### src/rtl/irq_vec_pkg.sv
package irq_vec_pkg;
    localparam int PRIO_W   = 3;
    localparam int OFS_EN   = 0;
    localparam int OFS_PEND = 1;
    localparam int OFS_CTRL = 2;
    localparam int OFS_PRIO = 4;

    typedef enum logic [1:0] {
        ST_IDLE   = 2'd0,
        ST_OFFER  = 2'd1,
        ST_SETTLE = 2'd2
    } dlv_state_e;
endpackage

### src/rtl/irq_src_bank.sv
module irq_src_bank
    import irq_vec_pkg::*;
#(
    parameter int NUM_SRC = 8,
    parameter int AW      = 4
) (
    input  logic                      clk,
    input  logic                      rst_n,
    input  logic [NUM_SRC-1:0]        evt,
    input  logic                      we,
    input  logic [AW-1:0]             addr,
    input  logic [NUM_SRC-1:0]        wdata,
    output logic [NUM_SRC-1:0]        en_q,
    output logic [NUM_SRC-1:0]        pend_q,
    output logic [NUM_SRC*PRIO_W-1:0] prio_flat,
    output logic                      alt_q,
    output logic [NUM_SRC-1:0]        rdata
);
    logic wr_en_reg;
    logic wr_pend_reg;
    logic wr_ctrl_reg;

    assign wr_en_reg   = we && (addr == AW'(OFS_EN));
    assign wr_pend_reg = we && (addr == AW'(OFS_PEND));
    assign wr_ctrl_reg = we && (addr == AW'(OFS_CTRL));

    always_ff @(posedge clk) begin
        if (!rst_n) begin
            en_q  <= '0;
            alt_q <= 1'b0;
        end else begin
            if (wr_en_reg)   en_q  <= wdata;
            if (wr_ctrl_reg) alt_q <= wdata[0];
        end
    end

    for (genvar i = 0; i < NUM_SRC; i++) begin : g_src
        logic clr_hit;
        logic wr_prio;

        assign clr_hit = wr_pend_reg && wdata[i];
        assign wr_prio = we && (addr == AW'(OFS_PRIO + i));

        // a new event always wins over a clear in the same cycle
        always_ff @(posedge clk) begin
            if (!rst_n) pend_q[i] <= 1'b0;
            else        pend_q[i] <= (pend_q[i] & ~clr_hit) | evt[i];
        end

        always_ff @(posedge clk) begin
            if (!rst_n)       prio_flat[i*PRIO_W +: PRIO_W] <= '0;
            else if (wr_prio) prio_flat[i*PRIO_W +: PRIO_W] <= wdata[PRIO_W-1:0];
        end
    end

    always_comb begin
        rdata = '0;
        if (addr == AW'(OFS_EN))   rdata = en_q;
        if (addr == AW'(OFS_PEND)) rdata = pend_q;
        if (addr == AW'(OFS_CTRL)) rdata = NUM_SRC'(alt_q);
        for (int k = 0; k < NUM_SRC; k++) begin
            if (addr == AW'(OFS_PRIO + k))
                rdata = NUM_SRC'(prio_flat[k*PRIO_W +: PRIO_W]);
        end
    end
endmodule

### src/rtl/irq_pick.sv
module irq_pick
    import irq_vec_pkg::*;
#(
    parameter int NUM_SRC = 8,
    parameter int IW      = 3
) (
    input  logic [NUM_SRC-1:0]        en,
    input  logic [NUM_SRC-1:0]        pend,
    input  logic [NUM_SRC*PRIO_W-1:0] prio_flat,
    input  logic [PRIO_W-1:0]         cpu_level,
    output logic                      hit,
    output logic [IW-1:0]             idx,
    output logic [PRIO_W-1:0]         lvl
);
    // strict comparison keeps the lowest index on a tie
    always_comb begin
        hit = 1'b0;
        idx = '0;
        lvl = '0;
        for (int i = 0; i < NUM_SRC; i++) begin
            if (en[i] && pend[i]
                && (prio_flat[i*PRIO_W +: PRIO_W] > cpu_level)
                && (prio_flat[i*PRIO_W +: PRIO_W] > lvl)) begin
                hit = 1'b1;
                idx = IW'(i);
                lvl = prio_flat[i*PRIO_W +: PRIO_W];
            end
        end
    end
endmodule

### src/rtl/irq_deliver.sv
module irq_deliver
    import irq_vec_pkg::*;
#(
    parameter int          IW         = 3,
    parameter int          ADDR_W     = 16,
    parameter int          VEC_STRIDE = 4,
    parameter logic [15:0] MAIN_BASE  = 16'h0100,
    parameter logic [15:0] ALT_BASE   = 16'h0800
) (
    input  logic              clk,
    input  logic              rst_n,
    input  logic              hit,
    input  logic [IW-1:0]     idx,
    input  logic [PRIO_W-1:0] lvl,
    input  logic              alt,
    input  logic              ack,
    output logic              req,
    output logic [ADDR_W-1:0] vec,
    output logic [PRIO_W-1:0] out_lvl
);
    dlv_state_e state_q, state_n;
    logic [ADDR_W-1:0] base_sel;

    assign base_sel = alt ? ADDR_W'(ALT_BASE) : ADDR_W'(MAIN_BASE);

    always_ff @(posedge clk) begin
        if (!rst_n) state_q <= ST_IDLE;
        else        state_q <= state_n;
    end

    always_comb begin
        state_n = state_q;
        unique case (state_q)
            ST_IDLE:   if (hit) state_n = ST_OFFER;
            ST_OFFER:  if (ack) state_n = ST_SETTLE;
            ST_SETTLE: state_n = ST_IDLE;
            default:   state_n = ST_IDLE;
        endcase
    end

    always_ff @(posedge clk) begin
        if (!rst_n) begin
            vec     <= '0;
            out_lvl <= '0;
        end else if (state_q == ST_IDLE && hit) begin
            vec     <= base_sel + ADDR_W'(idx) * ADDR_W'(VEC_STRIDE);
            out_lvl <= lvl;
        end
    end

    always_comb begin
        req = (state_q == ST_OFFER);
    end
endmodule

### src/rtl/irq_vec_ctl.sv
module irq_vec_ctl
    import irq_vec_pkg::*;
#(
    parameter int          NUM_SRC    = 8,
    parameter int          ADDR_W     = 16,
    parameter int          VEC_STRIDE = 4,
    parameter logic [15:0] MAIN_BASE  = 16'h0100,
    parameter logic [15:0] ALT_BASE   = 16'h0800,
    localparam int         REG_AW     = $clog2(OFS_PRIO + NUM_SRC),
    localparam int         IW         = (NUM_SRC > 1) ? $clog2(NUM_SRC) : 1
) (
    input  logic               clk,
    input  logic               rst_n,
    input  logic [NUM_SRC-1:0] irq_evt,
    input  logic               reg_we,
    input  logic [REG_AW-1:0]  reg_addr,
    input  logic [NUM_SRC-1:0] reg_wdata,
    output logic [NUM_SRC-1:0] reg_rdata,
    input  logic [PRIO_W-1:0]  cpu_level,
    output logic               irq_req,
    output logic [ADDR_W-1:0]  irq_vec,
    output logic [PRIO_W-1:0]  irq_lvl,
    input  logic               irq_ack
);
    logic [NUM_SRC-1:0]        en_q;
    logic [NUM_SRC-1:0]        pend_q;
    logic [NUM_SRC*PRIO_W-1:0] prio_flat;
    logic                      alt_q;
    logic                      cand_hit;
    logic [IW-1:0]             cand_idx;
    logic [PRIO_W-1:0]         cand_lvl;

    irq_src_bank #(.NUM_SRC(NUM_SRC), .AW(REG_AW)) bank_i (
        .clk(clk), .rst_n(rst_n), .evt(irq_evt), .we(reg_we),
        .addr(reg_addr), .wdata(reg_wdata), .en_q(en_q), .pend_q(pend_q),
        .prio_flat(prio_flat), .alt_q(alt_q), .rdata(reg_rdata)
    );

    irq_pick #(.NUM_SRC(NUM_SRC), .IW(IW)) pick_i (
        .en(en_q), .pend(pend_q), .prio_flat(prio_flat),
        .cpu_level(cpu_level), .hit(cand_hit), .idx(cand_idx), .lvl(cand_lvl)
    );

    irq_deliver #(
        .IW(IW), .ADDR_W(ADDR_W), .VEC_STRIDE(VEC_STRIDE),
        .MAIN_BASE(MAIN_BASE), .ALT_BASE(ALT_BASE)
    ) dlv_i (
        .clk(clk), .rst_n(rst_n), .hit(cand_hit), .idx(cand_idx),
        .lvl(cand_lvl), .alt(alt_q), .ack(irq_ack), .req(irq_req),
        .vec(irq_vec), .out_lvl(irq_lvl)
    );
endmodule

### config.mk
export PLATFORM = sky130hd
export DESIGN_NAME = irq_vec_ctl
export DESIGN_NICKNAME = d
export VERILOG_FILES = /design/src/rtl/irq_vec_pkg.sv /design/src/rtl/irq_src_bank.sv /design/src/rtl/irq_pick.sv /design/src/rtl/irq_deliver.sv /design/src/rtl/irq_vec_ctl.sv
export SDC_FILE = /design/constraint.sdc
export NUM_CORES = 1
export LEC_CHECK = 0
export ABC_AREA = 1
export BUFFER_PORTS_ARGS = -buffer_cell sky130_fd_sc_hd__buf_2
export CAP_MARGIN = 20
export CORE_ASPECT_RATIO = 1.5
export CORE_MARGIN = 1.5
export CORE_UTILIZATION = 57
export CTS_CLUSTER_DIAMETER = 40
export DETAILED_ROUTE_END_ITERATION = 8
export PLACE_DENSITY = 0.82
export RECOVER_POWER = 50
export SLEW_MARGIN = 20
export SYNTH_ARGS = -nofsm -noshare
export SYNTH_HDL_FRONTEND = slang
export SYNTH_HIERARCHICAL = 1
export SYNTH_SLANG_ARGS = --single-unit
### constraint.sdc
create_clock -name clk -period 12.2 [get_ports clk]
set_clock_uncertainty 0.1 [all_clocks]
set_input_delay 2.44 -clock clk [delete_from_list [all_inputs] [get_ports clk]]
set_output_delay 2.44 -clock clk [all_outputs]
set_load 0.05 [all_outputs]
Yosys cells after proc, flatten, opt, wreduce, memory -nomap -nowiden:

Cells that the tools add are included.

* $add $sub $neg: 1
* equal/unequal tests: 13
* reductions and logical operators: 47
* bitwise logic cells: 24
* mux-type cells: 38
* $lt $le $gt $ge: 16

Operators with widths (number)
* 2-to-1 mux 8 bit: 11
* greater-than comparator 3 bit: 15
* logical AND 1 bit: 44
* 2-to-1 mux 3 bit: 12
* adder 16 x 5 -> 16 bit: 1
* == test 4 x 3 -> 1 bit, second input constant: 4
* == test 4 bit, second input constant: 4
* 2-to-1 mux 12 bit: 1
* 2-to-1 mux 1 bit: 9
* bitwise AND 1 bit: 8
* 2-to-1 mux 2 bit: 4
* NOT 1 bit: 8
* bitwise OR 1 bit: 8
* == test 4 x 1 -> 1 bit, second input constant: 1
* == test 4 x 2 -> 1 bit, second input constant: 1
* logical NOT 4 bit: 1
* inequality test 2 x 1 -> 1 bit, second input constant: 2
* case mux 2 bit (2 select lines): 1
* greater-than comparator 3 x 1 -> 1 bit, second input constant: 1
* == test 2 x 1 -> 1 bit, second input constant: 1
* logical NOT 2 bit: 1
* AND reduction 2 bit: 1

* logic and storage cells: 160
* input port bits: 27
* bits in registers: 62

Logic depth before layout (Yosys ltp):

Gate-level depths: netlist of the first run.

* depth after elaboration: 27
* gate-level depth with buffers: 67
* gate-level depth less buffers: 66

Modules after synthesis:

Netlist of the first run, hierarchy kept.

By module, submodules not included
* irq_src_bank: cells an instance 276, area each 1938.1 um^2, instances 1
* irq_pick: cells an instance 248, area each 1559.0 um^2, instances 1
* irq_deliver: cells an instance 65, area each 498.0 um^2, instances 1

Least setup slack after synthesis of the first run:

OpenSTA, ideal clock, no wires.

* kind: input -> register
* start: input cpu_level[2]
* end: register dlv_i.out_lvl[0]
* stages on the path: 63
* slack: 2.037 ns
* library setup time: 0.114 ns
* arrival time: 9.948 ns
* buffers on the path: 1
* required time: 11.986 ns
* cell sequence: inv_1 ha_1 nand3_1 nand2_1 inv_1 nand2_1 nor2_1 inv_1 ha_1 a21oi_1 nand2_1 nand3_2 nand2_1 and2_1 ha_1 nand3_1 nand2_1 nor2_4 [27 not listed] a21oi_1 nand2_1 nand2_2 nand2_2 or2_1 nand2_1 ha_1 nand2_1 o21ai_0 nand3_1 inv_1 nor2_1 nand3_1 buf_2 nand2_4 clkinv_4 nor2_1 nor2_1

* longest elaborated chain between the ends: 26
* elaborated cells on any way between the ends: 48
* classes of those cells: order compare: 15; mux: 16; reduce/logical: 17

RTL lines
* from (decl): line irq_vec_ctl.sv:19 `input logic [PRIO_W-1:0] cpu_level,`
* greater-than comparator 3 bit: line irq_pick.sv:22 `&& (prio_flat[i*PRIO_W +: PRIO_W] > cpu_level)`
* logical AND 1 bit: line irq_pick.sv:22
* logical AND 1 bit: line irq_pick.sv:23 `&& (prio_flat[i*PRIO_W +: PRIO_W] > lvl)) begin`
* 2-to-1 mux 3 bit: line irq_pick.sv:21 `if (en[i] && pend[i]`
* greater-than comparator 3 bit: line irq_pick.sv:23
* logical AND 1 bit: line irq_pick.sv:23
* 2-to-1 mux 3 bit: line irq_pick.sv:21
* greater-than comparator 3 bit: line irq_pick.sv:23
* [11 not listed]
* greater-than comparator 3 bit: line irq_pick.sv:23
* logical AND 1 bit: line irq_pick.sv:23
* 2-to-1 mux 3 bit: line irq_pick.sv:21
* greater-than comparator 3 bit: line irq_pick.sv:23
* logical AND 1 bit: line irq_pick.sv:23
* 2-to-1 mux 1 bit (*): line irq_pick.sv:21
* net cand_hit: line irq_vec_ctl.sv:29 `logic cand_hit;`
* logical AND 1 bit (*): line irq_deliver.sv:45 `end else if (state_q == ST_IDLE && hit) begin`
* to (signal assigned): line irq_deliver.sv:47 `out_lvl <= lvl;`
* to (decl): line irq_deliver.sv:19 `output logic [PRIO_W-1:0] out_lvl`

Mark *: on every way through the listed nets, which the timed path passes. The rest lies on a longest branch.
A chain may end at the register's enable or synchronous reset.

Worst setup path after layout of the first run:

* start: input cpu_level[2]
* end: register dlv_i.out_lvl[1]

Same word-level chain as after synthesis.

==> results of run 1 <==
flip-flops by register name, summed over array words and instances (netlist names):
register / cells
bank_i/prio_flat: 24
bank_i/en_q: 8
bank_i/pend_q: 8
dlv_i/vec: 5
dlv_i/out_lvl: 3
dlv_i/state_q: 2
bank_i/alt_q: 1
per-stage QoR:
step	setup WS, ns	instance area (um2)	power (mW)	hold WS, ns
finish	1.171	4279	0.3324	0.3749
floorplan	2.037	4033	0.2196	0.3391
CTS	1.191	4292	0.3347	0.3760
global placement	1.229	4195	0.2291	0.3490
global route	0.1275	4279	0.3459	0.3985
detailed placement	0.8578	4195	0.2313	0.3596
power by group:
group / total (mW) / switching (mW) / internal, mW
clock: 0.105 / 0.0625 / 0.0422
combinational: 0.0539 / 0.0388 / 0.0151
sequential: 0.174 / 0.00362 / 0.170
worst max-delay path by stage:
stage,end,slack [ns],cells past startpoint
final,dlv_i/out_lvl[1],1.17,62
after global routing,dlv_i/vec[3],0.13,64
after CTS,dlv_i/out_lvl[1],1.19,62
after detailed placement,dlv_i/out_lvl[1],0.86,62
after global placement,dlv_i/out_lvl[0],1.23,61
after floorplan,dlv_i/out_lvl[0],2.04,63
cells in the mapped netlist, drive strengths merged:
master | n | area (um2)
nand2 | 150 | 610.6
inv | 61 | 229.0
a311oi | 2 | 17.52
clkbuf | 6 | 22.52
nand3b | 9 | 67.56
conb | 1 | 3.750
clkinv | 2 | 12.51
and3 | 1 | 6.260
and2 | 3 | 18.77
o21bai | 1 | 7.510
a31oi | 1 | 6.260
a21oi | 57 | 285.3
o21a | 1 | 7.510
buf | 19 | 127.6
bufinv | 1 | 17.52
nor2 | 52 | 250.2
ha | 40 | 500.5
dfxtp | 51 | 1021
nand4 | 8 | 50.05
o21ai | 32 | 178.9
a211oi | 3 | 22.52
or2 | 5 | 31.29
nand3 | 76 | 440.4
o211ai | 1 | 7.510
nor3 | 6 | 52.55
cell type report:
| cell class | count | share of cell area, % |
|---|---|---|
| Clock buffer | 5 | 1.608 |
| Multi-Input combinational cell | 459 | 60.76 |
| Sequential cell | 51 | 23.86 |
| Tap cell | 78 | 2.281 |
| Inverter | 64 | 6.053 |
| Clock inverter | 3 | 0.6433 |
| Timing Repair Buffer | 43 | 4.795 |
worst max-delay path, delay by kind of cell:
| family | cells | cell delay (ns) |
|---|---|---|
| compound gates | 7 | 0.87 |
| fa+ha+maj | 8 | 2.23 |
| buf+inv | 6 | 0.69 |
| simple gates | 41 | 4.94 |
kinds of logic (layout without fill, tap and decap cells):
| logic type | Yosys count | after routing |
|---|---|---|
| fa+ha+maj | 40 | 40 |
| other cells | 1 | 11 |
| simple gates | 310 | 310 |
| compound gates | 98 | 98 |
| flops | 51 | 51 |
| buf+inv | 89 | 115 |
metal layers:
metal / track usage [%] / up-vias / part of all wire (%)
met4: 10.78 / 0 / 2.3
met1: 29.10 / 1825 / 39
met3: 3.346 / 20 / 5.5
li1: - / 2016 / -
met2: 49.07 / 133 / 53
met5: 0 / - / 0
==> impl_metrics.toml, run 1 <==
[outcome]
outcome = "finished with violations"
violations = "capacitance limit, slew limit"

[cells_and_area]
most-common-layout-cells = "140 x sky130_fd_sc_hd__nand2_1, 67 x sky130_fd_sc_hd__nand3_1, 57 x sky130_fd_sc_hd__inv_1, 57 x sky130_fd_sc_hd__a21oi_1, 51 x sky130_fd_sc_hd__dfxtp_1"
multi_input_comb_area_um2 = 2600
nFillCells = 646
drive_above_1_share_pct = 13.76
stdcell_count = 703
final_core_utilization_pct = 62.88
area_growth_pct = 7.109
layout.cells.most_common = "sky130_fd_sc_hd__nand2_1"
n_antenna_cell = 0
layout.nets = 691
sequential_cell_area_um2 = 1021

[placement]
portBuffers = 43
globalplace.congestion = 0.9340
dpl.hpwl_mm = 7.588
dp_cells = 695

[cts]
holdBufCountCts = 0
cts_tree = "yes"
clk-insertion-delay-late_ns = 0.32
cts_sinks = 51
cts-buffers-inserted = 5
cts_repair_resize_count = 0
post-cts-setup-buffers = 0
cts_root_buffer = "sky130_fd_sc_hd__clkbuf_8"
clkSlewWorstSetupHoldPaths_ns = 0.10
cts_htree_levels = 2
max-clock-path-buffers = 2

[synth]
area_fraction_in_compound_gates_after_synthesis_pct = 13.34
yosys_warnings = 6
synth.cell_area_um2 = 3995
yosys.cell_types.count = 41
synth.mux.area_fraction_pct = 0
combinational_family_with_the_most_area_after_synthesis = "simple AND/OR/NAND/NOR gates"
synth.avg_cell_area_um2 = 6.783
synth-simple-area-share_pct = 38.24
synth_xor_area_share_pct = 0
synth-seq-area-share_pct = 25.56
total_of_flip_flops_plus_latches_after_synthesis = 51
syn_inst = 589
synth_adder_area_share_pct = 12.53

[power]
power.leakage_nw = 1.905
power.ir.vdd_worst_v = 0.00009348
powerDensity_nw_per_um2 = 77.69

[routing]
drt-total-wl_mm = 9.504
drcViolationCount = 0
route.detailed.wl_per_inst_um = 13.52
ant_nets = 0
drt-vias-per-instance = 5.681
routed-via-count = 3994
drt-initial-drc-count = 194
detail_route.first_pass.iterations = 6

[sta]
period_utilization_post_route_pct = 90.40
finalHoldViolations = 0
rsz0062_at_grt = "no"
fin_crit_ns = 11.03
setup-violations-final = 0
slew_violations = 39
maxClockFrequency_mhz = 90.67
worst_slew_margin_rel_pct = -5.982
tns_ns = 0
max_slew.worst_pin.slew_ns = 1.590

[die]
fp-row-count = 37
floorplan.io_pins = 55
floorplan.die.height_um = 105.5
design.core.area_um2 = 6805
fp.dieArea_um2 = 7530
dieWidth_um = 71.36
start_util_pct = 58.71

[setup_path]
worst-setup-path-type = "in2reg"
setup.worst_path.end_class = "register"
reg2reg_from = "bank_i/prio_flat[0]"
worstReg2RegEnd = "dlv_i/out_lvl[1]"
r2r_cells = 61
crit_fanout = 9
arrival_ns = 11.15
rrSetupSlack_ns = 3.24
required_time_at_the_endpoint_of_the_critical_path_ns = 12.32
critical_path.startpoint_type = "input port"
crit_top_cell = "sky130_fd_sc_hd__nand2_1"
setup.worst_path.start = "cpu_level[2]"
timing.critical_path.slowest_stage_cell = "sky130_fd_sc_hd__ha_1"
worst_path_largest_cell_delay_ns = 0.32

[global_route]
first_global_vias = 3815
pin_count_of_the_biggest_net_entering_global_routing = 39
wire_length_of_the_first_global_routing_pass_mm = 16.17
antenna_found_initial = 0
grt_remaining_overflow = 0
grt_util_all_layers_pct = 26.31

[worst_hold_path]
worstHoldPathType = "reg2reg"
timing.hold.worst_path_depth = 2
timing.hold.worst.start = "bank_i/en_q[5]"
holdPathEnd = "bank_i/en_q[5]"

[job]
cap_violations = 1
No activity file was read; power rests on OpenSTA's default activity.
==> run 2: changes to the inputs <==
--- a/config.mk
+++ b/config.mk
@@ -5,7 +5,7 @@
 export SDC_FILE = /design/constraint.sdc
 export NUM_CORES = 1
 export LEC_CHECK = 0
-export ABC_AREA = 1
+export ABC_AREA = 0
 export BUFFER_PORTS_ARGS = -buffer_cell sky130_fd_sc_hd__buf_2
 export CAP_MARGIN = 20
 export CORE_ASPECT_RATIO = 1.5
@@ -15,6 +15,7 @@
 export DETAILED_ROUTE_END_ITERATION = 8
 export PLACE_DENSITY = 0.82
 export RECOVER_POWER = 50
+export SETUP_SLACK_MARGIN = 0.3
 export SLEW_MARGIN = 20
 export SYNTH_ARGS = -nofsm -noshare
 export SYNTH_HDL_FRONTEND = slang
==> impl_metrics.toml, run 2 <==
[sta]
maxClockFrequency_mhz = 85.04
max_slew.worst_pin.slew_ns = 2.119
worst_slew_margin_rel_pct = -41.27
hold_slack_ns = 0.3699
rsz0062_at_grt = "no"
setup-violations-final = 0
fin_crit_ns = 11.76
slew_violations = 59
period_utilization_post_route_pct = 96.38
finalHoldViolations = 0

[cells_and_area]
drive_above_1_share_pct = 23.52
sequential_cell_area_um2 = 1021
multi_input_comb_area_um2 = 3078
layout.cells.most_common = "sky130_fd_sc_hd__nand2_1"
area_growth_pct = 16.05
most-common-layout-cells = "68 x sky130_fd_sc_hd__nand2_1, 51 x sky130_fd_sc_hd__dfxtp_1, 37 x sky130_fd_sc_hd__a21boi_0, 33 x sky130_fd_sc_hd__buf_2, 33 x sky130_fd_sc_hd__ha_1"
top_regs = "bank_i/prio_flat: 24 flops, bank_i/en_q: 8 flops, bank_i/pend_q: 8 flops"
finish.instance_area_um2 = 4803
layout.nets = 623
nFillCells = 536
registers.top_by_ff_count = "bank_i/prio_flat"
stdcell_count = 635
final_core_utilization_pct = 69.17
n_antenna_cell = 0
max_ffs_per_register = 24

[cts]
cts-buffers-inserted = 5
max-clock-path-buffers = 2
cts_root_buffer = "sky130_fd_sc_hd__clkbuf_8"
cts_sinks = 51
cts_htree_levels = 2
clk-insertion-delay-late_ns = 0.33
cts_tree = "yes"
clkSlewWorstSetupHoldPaths_ns = 0.11

[routing]
detail_route.first_pass.iterations = 4
drt-initial-drc-count = 257
drt-total-wl_mm = 11.11
ant_nets = 0
route.detailed.wl_per_inst_um = 17.49
drcViolationCount = 0
drt-vias-per-instance = 6.175
routed-via-count = 3921

[global_route]
grt_util_all_layers_pct = 28.30
first_global_vias = 3659
antenna_found_initial = 0
wire_length_of_the_first_global_routing_pass_mm = 17.19
pin_count_of_the_biggest_net_entering_global_routing = 59
grt_remaining_overflow = 0

[die]
floorplan.io_pins = 55
fp-row-count = 37
design.core.area_um2 = 6944
fp.dieArea_um2 = 7792
dieWidth_um = 72.58
start_util_pct = 59.60
floorplan.die.height_um = 107.4

[synth]
synthTopCellsByArea = "sky130_fd_sc_hd__dfxtp_1 25%, sky130_fd_sc_hd__ha_1 12%, sky130_fd_sc_hd__nand2_1 6.4%, sky130_fd_sc_hd__a21boi_0 6.3%, sky130_fd_sc_hd__mux2i_1 6.3%"
synth.cell_area_um2 = 4139
yosys_warnings = 6
synth.avg_cell_area_um2 = 8.212
ys_top_cells_by_count = "71 x sky130_fd_sc_hd__nand2_1, 51 x sky130_fd_sc_hd__dfxtp_1, 40 x sky130_fd_sc_hd__ha_1"
synth_enable_flop_cells = 0
post-synth-top-count-cell = "sky130_fd_sc_hd__nand2_1"
synth_async_sr_flop_share_pct = 0
total_of_flip_flops_plus_latches_after_synthesis = 51
syn_inst = 504
yosys_most_used_dff = "sky130_fd_sc_hd__dfxtp_1"
synth_top_area_share_pct = 24.67
synthDominantAreaCellType = "sky130_fd_sc_hd__dfxtp_1"
synth-seq-area-share_pct = 24.67
yosys.cell_types.count = 65

[worst_hold_path]
worstHoldPathType = "reg2reg"

[setup_path]
crit_top_cell = "sky130_fd_sc_hd__ha_4"
critical_path.startpoint_type = "input port"
worst_path_largest_cell_delay_ns = 0.45
crit_fanout = 6
setup.worst_path.end_class = "register"
timing.critical_path.slowest_stage_cell = "sky130_fd_sc_hd__o211ai_1"
required_time_at_the_endpoint_of_the_critical_path_ns = 12.32
worst-setup-path-type = "in2reg"
arrival_ns = 11.88

[power]
totalPowerFinal_mw = 0.3379
powerDensity_nw_per_um2 = 70.34
power.ir.vdd_worst_v = 0.00009878
power.leakage_nw = 1.878

[placement]
portBuffers = 43
dpl-instance-area_um2 = 4383
dpl.hpwl_mm = 8.193
dp_cells = 609
globalplace.congestion = 0.8979

[job]
cap_violations = 1

[outcome]
outcome = "finished with violations"
violations = "capacitance limit, slew limit"
-- run 2: cell count changes after synthesis, moves of 7 or more --
cell	previous run	this run
sky130_fd_sc_hd__nand3_1	67	27
sky130_fd_sc_hd__mux2i_1	0	26
sky130_fd_sc_hd__a21oi_1	57	18
sky130_fd_sc_hd__nand3_2	7	0
sky130_fd_sc_hd__nor2_1	42	28
sky130_fd_sc_hd__o21a_1	1	10
sky130_fd_sc_hd__inv_1	56	26
sky130_fd_sc_hd__a21boi_0	0	35
sky130_fd_sc_hd__nand2_2	7	0
sky130_fd_sc_hd__nor2b_1	0	10
sky130_fd_sc_hd__nand2_1	139	71
-- run 2: worst paths after layout --
kind | slack [ns] | endpoint | start | cells past startpoint
worst min-delay path | 0.37 | dlv_i/out_lvl[0] | dlv_i/out_lvl[0] | 2
worst max register to register | 2.20 | dlv_i/vec[3] | bank_i/prio_flat[0] | 54
worst max-delay path | 0.44 | dlv_i/vec[3] | cpu_level[2] | 55
worst min register to register | 0.37 | dlv_i/out_lvl[0] | dlv_i/out_lvl[0] | 2
-- run 2: what timing repair did --
action / 4_1_cts / 5_1_grt
hold buffers: 0 / 0
setup endpoints to repair: 8 / 9
resized for setup: 1 / 37
pin swaps: 0 / 18
buffers inserted: 3 / 15
-- run 2: final cells by class --
class	count	area share, %
multi-input cells	402	64.08
flip-flops and latches	51	21.26
repair buffers	70	8.596
inverters	26	2.032
well taps	78	2.032
clock buffers	5	1.433
clock inverters	3	0.5731
-- run 2: critical path, delay by kind of cell --
kind	cells	cell delay [ns]
adder cells (fa/ha/maj)	9	2.20
AO/OA/AOI/OAI	14	2.50
multiplexers	5	1.17
AND/OR/NAND/NOR	20	2.79
buffers and inverters	7	0.79
-- run 2: metal layers --
metal  up-vias  wire (um)  global-route usage, %  part of all wire (%)
met4         0        662                  16.98                   6.0
met1      1826       4207                  31.65                    38
met2       156       5675                  49.93                    51
met3        58        561                  3.464                   5.1
met5         -          0                      0                     0
li1       1881          -                      -                     -
-- run 2: logic make-up (layout without fill, tap and decap cells) --
family	count (synthesis)	in the layout	synth area share, %
AND/OR/NAND/NOR	185	185	22.52
AO/OA/AOI/OAI	131	131	23.52
buffers and inverters	61	104	7.678
flip-flops	51	51	24.67
adder cells (fa/ha/maj)	41	41	12.36
multiplexers	34	34	9.159
other	1	11	0.09060
-- run 2: where the power goes --
| part | internal (mW) | switching [mW] | leakage [nW] |
|---|---|---|---|
| clock | 0.0422 | 0.0642 | 0.0463 |
| combinational | 0.0200 | 0.0376 | 1.42 |
| sequential | 0.170 | 0.00411 | 0.414 |
-- run 2: through the flow --
step | TNS (ns) | worst slack (ns)
final | 0 | 0.4414
after floorplan | 0 | 0.3420
after detailed placement | -3.164 | -0.4095
after CTS | 0 | 0.3162
after global routing | 0 | 0.02568
after global placement | 0 | 0.05304
==> run 3: changes to the inputs <==
--- a/config.mk
+++ b/config.mk
@@ -13,6 +13,7 @@
 export CORE_UTILIZATION = 57
 export CTS_CLUSTER_DIAMETER = 40
 export DETAILED_ROUTE_END_ITERATION = 8
+export MAX_ROUTING_LAYER = met4
 export PLACE_DENSITY = 0.82
 export RECOVER_POWER = 50
 export SETUP_SLACK_MARGIN = 0.3
@@ -21,3 +22,4 @@
 export SYNTH_HDL_FRONTEND = slang
 export SYNTH_HIERARCHICAL = 1
 export SYNTH_SLANG_ARGS = --single-unit
+export TNS_END_PERCENT = 50
==> impl_metrics.toml, run 3 (synthesis gave the netlist of run 2 again) <==
[outcome]
outcome = "finished with violations"
violations = "capacitance limit, slew limit"

[routing]
routed-via-count = 3930
ant_nets = 0
drt-initial-drc-count = 222
drt-vias-per-instance = 6.258
route.detailed.wl_per_inst_um = 17.76
drcViolationCount = 0
detail_route.first_pass.iterations = 5
drt-total-wl_mm = 11.15

[setup_path]
required_time_at_the_endpoint_of_the_critical_path_ns = 12.36
reg2reg_from = "bank_i/prio_flat[1]"
crit_top_cell = "sky130_fd_sc_hd__ha_4"
crit_fanout = 5
setup.worst_path.end_class = "register"
path_delay_family = "compound AO/OA/AOI/OAI gates"
worst-setup-path-type = "in2reg"
timing.critical_path.slowest_stage_cell = "sky130_fd_sc_hd__a2111oi_4"
worst_path_largest_cell_delay_ns = 0.36
arrival_ns = 11.72
critical_path_buf_inv_count = 6
setup.worst_path.start = "cpu_level[1]"
critical_path.startpoint_type = "input port"

[cells_and_area]
finish.instance_area_um2 = 4781
max_ffs_per_register = 24
final_core_utilization_pct = 68.85
registers.top_by_ff_count = "bank_i/prio_flat"
layout.cells.most_common = "sky130_fd_sc_hd__nand2_1"
sequential_cell_area_um2 = 1021
multi_input_comb_area_um2 = 3097
area_growth_pct = 15.51
top_regs = "bank_i/prio_flat: 24 flops, bank_i/en_q: 8 flops, bank_i/pend_q: 8 flops"
n_antenna_cell = 0
most-common-layout-cells = "69 x sky130_fd_sc_hd__nand2_1, 51 x sky130_fd_sc_hd__dfxtp_1, 37 x sky130_fd_sc_hd__a21boi_0, 33 x sky130_fd_sc_hd__buf_2, 31 x sky130_fd_sc_hd__ha_1"
drive_above_1_share_pct = 22.73
stdcell_count = 628
layout.nets = 616
nFillCells = 532

[placement]
dp_cells = 609
globalplace.congestion = 0.9255
portBuffers = 43
dpl.hpwl_mm = 8.347
dpl-instance-area_um2 = 4383
dp_slack_ns = -0.3970

[sta]
tns_ns = 0
setup_ws_ns = 0.6364
maxClockFrequency_mhz = 86.48
rsz0062_at_grt = "no"
hold_slack_ns = 0.3672
worst_slew_margin_rel_pct = -45.49
slew_violations = 59
max_slew.worst_pin.slew_ns = 2.182
period_utilization_post_route_pct = 94.78
finalHoldViolations = 0
setup-violations-final = 0
fin_crit_ns = 11.56

[power]
totalPowerFinal_mw = 0.3401
power.ir.vdd_worst_v = 0.00009346
internal_power_mw = 0.2321
seq_power_share_pct = 51.1
powerDensity_nw_per_um2 = 71.13
p_comb_share_pct = 17.0
clock_power_share_pct = 31.9
p_sw_mw = 0.1079
power.leakage_nw = 1.853
switching_share_pct = 31.74

[job]
cap_violations = 1

[worst_hold_path]
timing.hold.worst.start = "dlv_i/out_lvl[2]"
worstHoldPathType = "reg2reg"

[die]
floorplan.die.height_um = 107.4
start_util_pct = 59.60
floorplan.io_pins = 55
design.core.area_um2 = 6944
dieWidth_um = 72.58
fp.dieArea_um2 = 7792
fp-row-count = 37

[global_route]
wire_length_of_the_first_global_routing_pass_mm = 17.71
first_global_vias = 3802
pin_count_of_the_biggest_net_entering_global_routing = 59
antenna_found_initial = 0
grt_remaining_overflow = 0
grt_util_all_layers_pct = 29.69

[cts]
clkSlewWorstSetupHoldPaths_ns = 0.10
cts_tree = "yes"
holdBufCountCts = 0
cts_htree_levels = 2
clk-insertion-delay-late_ns = 0.32
cts-buffers-inserted = 5
max-clock-path-buffers = 2
cts_sinks = 51
cts_root_buffer = "sky130_fd_sc_hd__clkbuf_8"
run 3: routing by layer:
layer | global-route usage (%) | wire (um) | up-vias
li1 | - | - | 1865
met1 | 31.13 | 4329 | 1858
met2 | 50.39 | 5620 | 153
met3 | 3.933 | 480 | 54
met4 | 20.89 | 722 | 0
met5 | - | 0 | -
run 3: power by group through the flow:
stage / combinational (mW) / clock [mW] / sequential [mW]
floorplan: 0.0453 / 0 / 0.175
global placement: 0.0527 / 0 / 0.177
detailed placement: 0.0546 / 0 / 0.177
CTS: 0.0548 / 0.109 / 0.173
global route: 0.0625 / 0.117 / 0.174
finish: 0.0579 / 0.108 / 0.174
run 3: repair_timing:
item                       4_1_cts  5_1_grt
gates resized for setup          3       35
hold endpoints to repair         0        0
setup buffers                    1       10
setup endpoints to repair        8        9
pin swaps                        1       26
run 3: path summary, 6_finish.rpt:
kind,endpoint,slack (ns),cells past startpoint
max,dlv_i/out_lvl[0],0.64,52
min,dlv_i/out_lvl[2],0.37,2
max reg2reg,dlv_i/out_lvl[0],2.33,50
min reg2reg,dlv_i/out_lvl[2],0.37,2
run 3: final cells by class:
type                       instances  area share, %
clock buffer                       5          1.439
clock inverter                     3         0.5758
inverter                          26          2.094
multi-input combinational        402          64.77
sequential                        51          21.36
tap                               78          2.041
timing repair buffer              63          7.720
run 3: worst min-delay path, cell delays in order, from the launching register on:
cell and delay (ns):
sky130_fd_sc_hd__dfxtp_1 0.33, sky130_fd_sc_hd__nand2_1 0.05, sky130_fd_sc_hd__mux2i_1 0.05
